$ cat src/rtl/slb_pkg.sv
package slb_pkg;
  typedef enum logic [1:0] {
    ST_IDLE  = 2'd0,
    ST_FETCH = 2'd1,
    ST_WAIT  = 2'd2
  } slbState_e;

  // Strobes from the control to the datapath, one per action in a cycle
  typedef struct packed {
    logic latchReq;     // remember the pending load (line, chunk, size)
    logic serveHit;     // answer from the buffered line, mark chunks used
    logic captureFill;  // answer from the fill beat
    logic install;      // write the fill beat into the buffer
    logic invalidate;   // drop the buffered line
  } slbStrobe_t;
endpackage

$ cat src/rtl/slb_ctrl.sv
module slb_ctrl
  import slb_pkg::*;
#(
  parameter int CHUNK_BYTES = 16,
  localparam int CSH = $clog2(CHUNK_BYTES)
) (
  input  logic         clk,
  input  logic         rstN,
  input  logic         flush,
  input  logic         reqValid,
  input  logic         reqWrite,
  input  logic         reqStream,
  input  logic         reqWc,
  input  logic         reqWide,
  input  logic [CSH:0] alignOff,
  input  logic         lineHit,
  input  logic         chunksFresh,
  input  logic         fillReqReady,
  input  logic         fillRspValid,
  output slbStrobe_t   strobe,
  output logic         reqReady,
  output logic         fillReqValid,
  output logic         rspValid,
  output logic         fault
);
  slbState_e state, stateNext;
  logic installPend, installPendNext;
  logic rspNext, faultNext;
  logic misAligned, useBuf;

  assign reqReady     = (state == ST_IDLE);
  assign fillReqValid = (state == ST_FETCH);
  assign useBuf       = reqStream && reqWc;
  assign misAligned   = reqWide ? (alignOff != '0) : (alignOff[CSH-1:0] != '0);

  always_comb begin
    strobe            = '0;
    strobe.invalidate = flush;
    stateNext         = state;
    installPendNext   = installPend;
    rspNext           = 1'b0;
    faultNext         = 1'b0;
    unique case (state)
      ST_IDLE: begin
        if (reqValid) begin
          if (reqWrite) begin
            if (lineHit) strobe.invalidate = 1'b1;
          end else if (misAligned) begin
            faultNext = 1'b1;
          end else if (useBuf && lineHit && chunksFresh && !flush) begin
            strobe.serveHit = 1'b1;
            rspNext         = 1'b1;
          end else begin
            if (lineHit) strobe.invalidate = 1'b1;
            strobe.latchReq = 1'b1;
            installPendNext = useBuf;
            stateNext       = ST_FETCH;
          end
        end
      end
      ST_FETCH: begin
        if (fillReqReady) stateNext = ST_WAIT;
        if (flush) installPendNext = 1'b0;
      end
      ST_WAIT: begin
        if (flush) installPendNext = 1'b0;
        if (fillRspValid) begin
          strobe.captureFill = 1'b1;
          strobe.install     = installPend && !flush;
          rspNext            = 1'b1;
          stateNext          = ST_IDLE;
        end
      end
      default: stateNext = ST_IDLE;
    endcase
  end

  always_ff @(posedge clk or negedge rstN) begin
    if (!rstN) begin
      state       <= ST_IDLE;
      installPend <= 1'b0;
      rspValid    <= 1'b0;
      fault       <= 1'b0;
    end else begin
      state       <= stateNext;
      installPend <= installPendNext;
      rspValid    <= rspNext;
      fault       <= faultNext;
    end
  end
endmodule

$ cat src/rtl/slb_data.sv
module slb_data
  import slb_pkg::*;
#(
  parameter int ADDR_W      = 32,
  parameter int LINE_BYTES  = 64,
  parameter int CHUNK_BYTES = 16,
  localparam int CHUNKS  = LINE_BYTES / CHUNK_BYTES,
  localparam int CHUNK_W = CHUNK_BYTES * 8,
  localparam int LINE_W  = LINE_BYTES * 8,
  localparam int RSP_W   = 2 * CHUNK_W,
  localparam int OFF_W   = $clog2(LINE_BYTES),
  localparam int CSH     = $clog2(CHUNK_BYTES),
  localparam int CIDX_W  = $clog2(CHUNKS),
  localparam int TAG_W   = ADDR_W - OFF_W
) (
  input  logic                  clk,
  input  logic                  rstN,
  input  slbStrobe_t            strobe,
  input  logic [ADDR_W-1:CSH]   reqAddrHi,
  input  logic                  reqWide,
  input  logic [LINE_W-1:0]     fillRspData,
  output logic                  lineHit,
  output logic                  chunksFresh,
  output logic [ADDR_W-1:0]     fillReqAddr,
  output logic [RSP_W-1:0]      rspData
);
  logic              lineValid;
  logic [TAG_W-1:0]  lineTag, pendTag, reqTag;
  logic [CIDX_W-1:0] pendIdx, reqIdx;
  logic              pendWide;
  logic [CHUNKS-1:0] readMask, reqMask, pendMask;
  logic [LINE_W-1:0] lineData;
  logic [RSP_W-1:0]  rspQ;

  function automatic logic [CHUNKS-1:0] chunkMask(input logic [CIDX_W-1:0] idx,
                                                  input logic wide);
    logic [CHUNKS-1:0] m;
    m = '0;
    for (int c = 0; c < CHUNKS; c++)
      if (c == int'(idx) || (wide && c == int'(idx) + 1)) m[c] = 1'b1;
    return m;
  endfunction

  function automatic logic [RSP_W-1:0] pickChunks(input logic [LINE_W-1:0] line,
                                                  input logic [CIDX_W-1:0] idx,
                                                  input logic wide);
    logic [CHUNK_W-1:0] lo, hi;
    lo = '0;
    hi = '0;
    for (int c = 0; c < CHUNKS; c++) begin
      if (c == int'(idx)) lo = line[c*CHUNK_W +: CHUNK_W];
      if (wide && c == int'(idx) + 1) hi = line[c*CHUNK_W +: CHUNK_W];
    end
    return {hi, lo};
  endfunction

  assign reqTag      = reqAddrHi[ADDR_W-1:OFF_W];
  assign reqIdx      = reqAddrHi[OFF_W-1:CSH];
  assign reqMask     = chunkMask(reqIdx, reqWide);
  assign pendMask    = chunkMask(pendIdx, pendWide);
  assign lineHit     = lineValid && (lineTag == reqTag);
  assign chunksFresh = (readMask & reqMask) == '0;
  assign fillReqAddr = {pendTag, {OFF_W{1'b0}}};
  assign rspData     = rspQ;

  always_ff @(posedge clk or negedge rstN) begin
    if (!rstN) begin
      lineValid <= 1'b0;
    end else begin
      if (strobe.install)    lineValid <= 1'b1;
      if (strobe.invalidate) lineValid <= 1'b0;
    end
  end

  // one consumed bit per chunk
  for (genvar g = 0; g < CHUNKS; g++) begin : g_chunk
    always_ff @(posedge clk or negedge rstN) begin
      if (!rstN)                              readMask[g] <= 1'b0;
      else if (strobe.install)                readMask[g] <= pendMask[g];
      else if (strobe.serveHit && reqMask[g]) readMask[g] <= 1'b1;
    end
  end

  always_ff @(posedge clk or negedge rstN) begin
    if (!rstN) begin
      lineTag  <= '0;
      pendTag  <= '0;
      pendIdx  <= '0;
      pendWide <= 1'b0;
      rspQ     <= '0;
    end else begin
      if (strobe.latchReq) begin
        pendTag  <= reqTag;
        pendIdx  <= reqIdx;
        pendWide <= reqWide;
      end
      if (strobe.install)     lineTag <= pendTag;
      if (strobe.serveHit)    rspQ <= pickChunks(lineData, reqIdx, reqWide);
      if (strobe.captureFill) rspQ <= pickChunks(fillRspData, pendIdx, pendWide);
    end
  end

  always_ff @(posedge clk) begin
    if (strobe.install) lineData <= fillRspData;
  end
endmodule

$ cat src/rtl/stream_line_buf.sv
module stream_line_buf
  import slb_pkg::*;
#(
  parameter int ADDR_W      = 32,
  parameter int LINE_BYTES  = 64,
  parameter int CHUNK_BYTES = 16,
  localparam int LINE_W = LINE_BYTES * 8,
  localparam int RSP_W  = 2 * CHUNK_BYTES * 8,
  localparam int CSH    = $clog2(CHUNK_BYTES)
) (
  input  logic              clk,
  input  logic              rstN,
  input  logic              flush,
  input  logic              reqValid,
  output logic              reqReady,
  input  logic [ADDR_W-1:0] reqAddr,
  input  logic              reqWrite,
  input  logic              reqStream,
  input  logic              reqWc,
  input  logic              reqWide,
  output logic              fillReqValid,
  input  logic              fillReqReady,
  output logic [ADDR_W-1:0] fillReqAddr,
  input  logic              fillRspValid,
  input  logic [LINE_W-1:0] fillRspData,
  output logic              rspValid,
  output logic [RSP_W-1:0]  rspData,
  output logic              fault
);
  slbStrobe_t strobe;
  logic lineHit, chunksFresh;

  slb_ctrl #(.CHUNK_BYTES(CHUNK_BYTES)) u_ctrl (
    .clk(clk), .rstN(rstN), .flush(flush), .reqValid(reqValid),
    .reqWrite(reqWrite), .reqStream(reqStream), .reqWc(reqWc), .reqWide(reqWide),
    .alignOff(reqAddr[CSH:0]), .lineHit(lineHit), .chunksFresh(chunksFresh),
    .fillReqReady(fillReqReady), .fillRspValid(fillRspValid), .strobe(strobe),
    .reqReady(reqReady), .fillReqValid(fillReqValid), .rspValid(rspValid),
    .fault(fault)
  );

  slb_data #(.ADDR_W(ADDR_W), .LINE_BYTES(LINE_BYTES), .CHUNK_BYTES(CHUNK_BYTES)) u_data (
    .clk(clk), .rstN(rstN), .strobe(strobe), .reqAddrHi(reqAddr[ADDR_W-1:CSH]),
    .reqWide(reqWide), .fillRspData(fillRspData), .lineHit(lineHit),
    .chunksFresh(chunksFresh), .fillReqAddr(fillReqAddr), .rspData(rspData)
  );
endmodule

$ cat config.mk
export PLATFORM = sky130hd
export DESIGN_NAME = stream_line_buf
export DESIGN_NICKNAME = d
export VERILOG_FILES = /design/src/rtl/slb_pkg.sv /design/src/rtl/slb_ctrl.sv /design/src/rtl/slb_data.sv /design/src/rtl/stream_line_buf.sv
export SDC_FILE = /design/constraint.sdc
export NUM_CORES = 1
export LEC_CHECK = 0
export CAP_MARGIN = 30
export CELL_PAD_IN_SITES_DETAIL_PLACEMENT = 0
export CELL_PAD_IN_SITES_GLOBAL_PLACEMENT = 1
export CORE_AREA = 10 10 319 321
export DETAILED_ROUTE_END_ITERATION = 7
export DIE_AREA = 0 0 329 331
export DONT_BUFFER_PORTS = 1
export HOLD_SLACK_MARGIN = 0.03
export PLACE_DENSITY_LB_ADDON = 0.1
export SLEW_MARGIN = 20
export SYNTH_ARGS = -nofsm -noshare
export SYNTH_HDL_FRONTEND = slang
export SYNTH_SLANG_ARGS = --single-unit
$ cat constraint.sdc
create_clock -name clk -period 43.3 [get_ports clk]
set_clock_uncertainty 0.15 [all_clocks]
set_input_delay 4.33 -clock clk [delete_from_list [all_inputs] [get_ports clk]]
set_output_delay 4.33 -clock clk [all_outputs]
set_load 0.01 [all_outputs]
==> metrics <==
outcome=finished clean; number of flops mapped to enable cells by yosys=a little over 500; syn avg cell area=around 12 um2; mapped cell area=approximately 41000 um2; row cnt=~110; I/O pin cnt=about 850; WHS Endpoint=u_data.lineTag[8]$_DFFE_PN0P_; Hold Path Origin=u_data.lineTag[8]$_DFFE_PN0P_; layout cells sized above 1=16.00%; Hold Buf Count CTS=0; Initial Utilization=42.81%; Crit. Startpoint=flush; Worst Setup End Kind=flop; Nets=about 3800; fin crit share=around 18%; warnings from Yosys=0; Setup WS pre-CTS=approximately 35000 ps; Yosys cell types=46; worst min path class=reg -> reg; Core Area=around 96000 um2; CTS H-tree depth=3; top-area cell type share of the netlist area=between 30% and 40%; nature of the critical path startpoint=input port; drt total wl=152500 um; Synth Register Bits=833; worst hold path depth=2; iteration-0 DRC count of the detailed router=between 2000 and 2500; average via count per standard cell=between 6 and 7; Die Y=roughly 330 um; number of buffers created by CTS=96; Lkg Pwr=~16 nW; remaining routing DRC violations=0; Worst path slowest cell=buf_4; Buffers on Ports=0; clock latency on the worst-skew pair=680 ps; vias in the first global route=about 29000; Worst EP required=about 43000 ps; area grow syn2layout=10.56%; CTS clk-pin slew, worst paths=roughly 60 ps; WHS=about 350 ps; Slew HR=about a quarter; mean routed wirelength per cell=roughly 33 um; Hold Fails Final Rpt=0; Async SR Flop Fraction=about two fifths; all-layer global routing usage=around 27%; r2r setup slk=slightly below 40000 ps; final setup fails=0; CP max stage delay=820 ps; GPL Wtd Cong=approximately 0.85; RSZ-0062 raised after global routing=no; power per standard cell area=55.22 nW/um2; Placed Area=41730 um2; ranking of synthesized cells by area=edfxtp_1 38%, dfrtp_1 20%, mux4_2 14%; CTS tree=done; Worst Tran Pin Value=between 1000 and 1500 ps; fmax=approximately 130 MHz; area leader, netlist=edfxtp_1; Cells after Synth=between 3000 and 4000; R2R Path End=u_data.lineData[85]$_DFFE_PP_; Worst path most repeated cell=buf_4; CTS max path bufs=3; die width=329 um; CTS sink cnt=833; fin. max-slew vios=0; Main synth FF type=edfxtp_1; post-synthesis sequential area ratio=about 57%; Detailed Routing Iterations Pass 1=6; Overall Power=about 0.0025 W; Tmin final=7792 ps; worst setup margin=approximately 36000 ps; DR vias=around 29000; worst path cell trace=nand4b_1 -> buf_4 -> inv_8 -> buf_4 -> buf_12 -> buf_4; post-route setup TNS=0 ps; grt ovf=0; die footprint=108900 um2; CTS root buffer=clkbuf_16; number of max-cap violations=0; final instance area=around 45000 um2; largest net degree at the start of global routing=roughly 320; worst reg2reg path depth=8; worst-path maximum fanout=~170; WP data arrival=7940 ps; first-pass GRT wire length=around 210000 um; Post-DRT Antenna Nets=0; WS Path Type=in -> reg; Setup Fix Bufs, Post-CTS=0; peak supply drop=approximately 33 uV; initial antenna violation count=9; Crit Reg-Reg Startpoint=u_ctrl.state[0]$_DFFE_PN0P_; Resized cells post-CTS=0; dpl hpwl=just under 100000 um
-- state kept, by name, indices dropped and copies added (netlist names) --
name	count
u_data.pendIdx	2
u_data.lineData	512
u_data.lineTag	26
u_ctrl.rspValid	1
u_data.lineValid	1
u_ctrl.state	2
u_ctrl.fault	1
u_data.rspData	256
u_data.readMask	4
u_data.pendTag	26
u_data.pendWide	1
u_ctrl.installPend	1
-- power by group --
| part | internal [W] | switching, W |
|---|---|---|
| sequential | 0.000971 | 0.000214 |
| clock | 0.000521 | 0.000345 |
| combinational | 0.000205 | 0.000246 |
-- critical path, delay by kind of cell --
kind | cells | cell delay [ps]
buffers and inverters | 5 | 3060
AND/OR/NAND/NOR | 1 | 150
-- placed cells by master, fill, tap and decap left out, types with 3 or more instances in the layout --
cell type and count:
diode_2 20, inv_6 4, clkinv_2 23, clkbuf_8 17, edfxtp_1 512, o211ai_1 130
mux2_1 100, a31oi_1 129, mux2_2 57, o21ai_0 519, a21oi_1 4, clkbuf_1 17
inv_1 5, mux4_2 257, nor3_1 4, buf_16 7, nand4_1 6, buf_12 7
clkbuf_16 99, nand2_1 594, ha_1 3, bufinv_16 12, conb_1 6, nand2_4 4
nor2_1 387, xnor2_1 26, clkinv_1 6, buf_4 28, dfrtp_1 319
-- layout make-up --
cell class / count / area (um2)
fill: 8611 / 50410
clock inverter: 49 / 588.1
timing repair buffer: 42 / 543.0
antenna: 20 / 50.05
tap: 1276 / 1597
sequential: 833 / 23420
inverter: 6 / 30.03
multi-input combinational: 2256 / 16300
clock buffer: 133 / 2775
-- per-stage QoR --
stage	std cells	util [%]
after global placement	4403	43.50
after CTS	4589	47.12
after global routing	4603	47.30
after floorplan	3380	-
after detailed placement	4407	43.60
final	4615	47.33
-- metal layers --
metal  share of wire [%]  routed length [um]  GRT usage, %  up-vias
met1                  35               53210         30.31    14885
met5               0.015                  23             0        -
li1                    -                   -             -    12288
met4                 4.3                6630         12.37        4
met3                  12               17800         11.03      225
met2                  49               74890         44.37     1395
-- cells by family after synthesis --
logic type | synth area share, %
buffers and inverters | 3.280
adder cells (fa/ha/maj) | 0.09163
XOR/XNOR | 0.5558
AND/OR/NAND/NOR | 9.501
multiplexers | 18.49
AO/OA/AOI/OAI | 10.94
flip-flops | 57.13
other | 0.009153
-- worst max-delay path by stage --
stage,slack (ps),depth (start not counted),to
after detailed placement,34790,6,u_data.lineData[206]$_DFFE_PP_
final,35510,6,u_data.lineData[85]$_DFFE_PP_
after global placement,34950,6,u_data.lineData[206]$_DFFE_PP_
after CTS,35530,6,u_data.lineData[195]$_DFFE_PP_
after global routing,35280,6,u_data.lineData[451]$_DFFE_PP_
after floorplan,23260,3,u_data.lineData[0]$_DFFE_PP_
-- cells in the mapped netlist (2+ instances only) --
cell      count
mux2_2       57
a31oi_1     129
nand4_1       6
mux2_1      100
xnor2_1      26
buf_1         9
nand3b_1      2
a21oi_1       4
mux4_2      257
buf_6        21
clkbuf_1    196
nor3_1        4
mux2i_1       2
edfxtp_1    512
dfrtp_1     321
o21ai_0     519
o211ai_1    130
nor2_1      387
a211oi_1      2
o31a_1        2
buf_2        51
buf_4         8
inv_1         5
ha_1          3
and3_1        2
nor2b_1       3
nand2_1     598
Power figures use the tool's default switching activity.
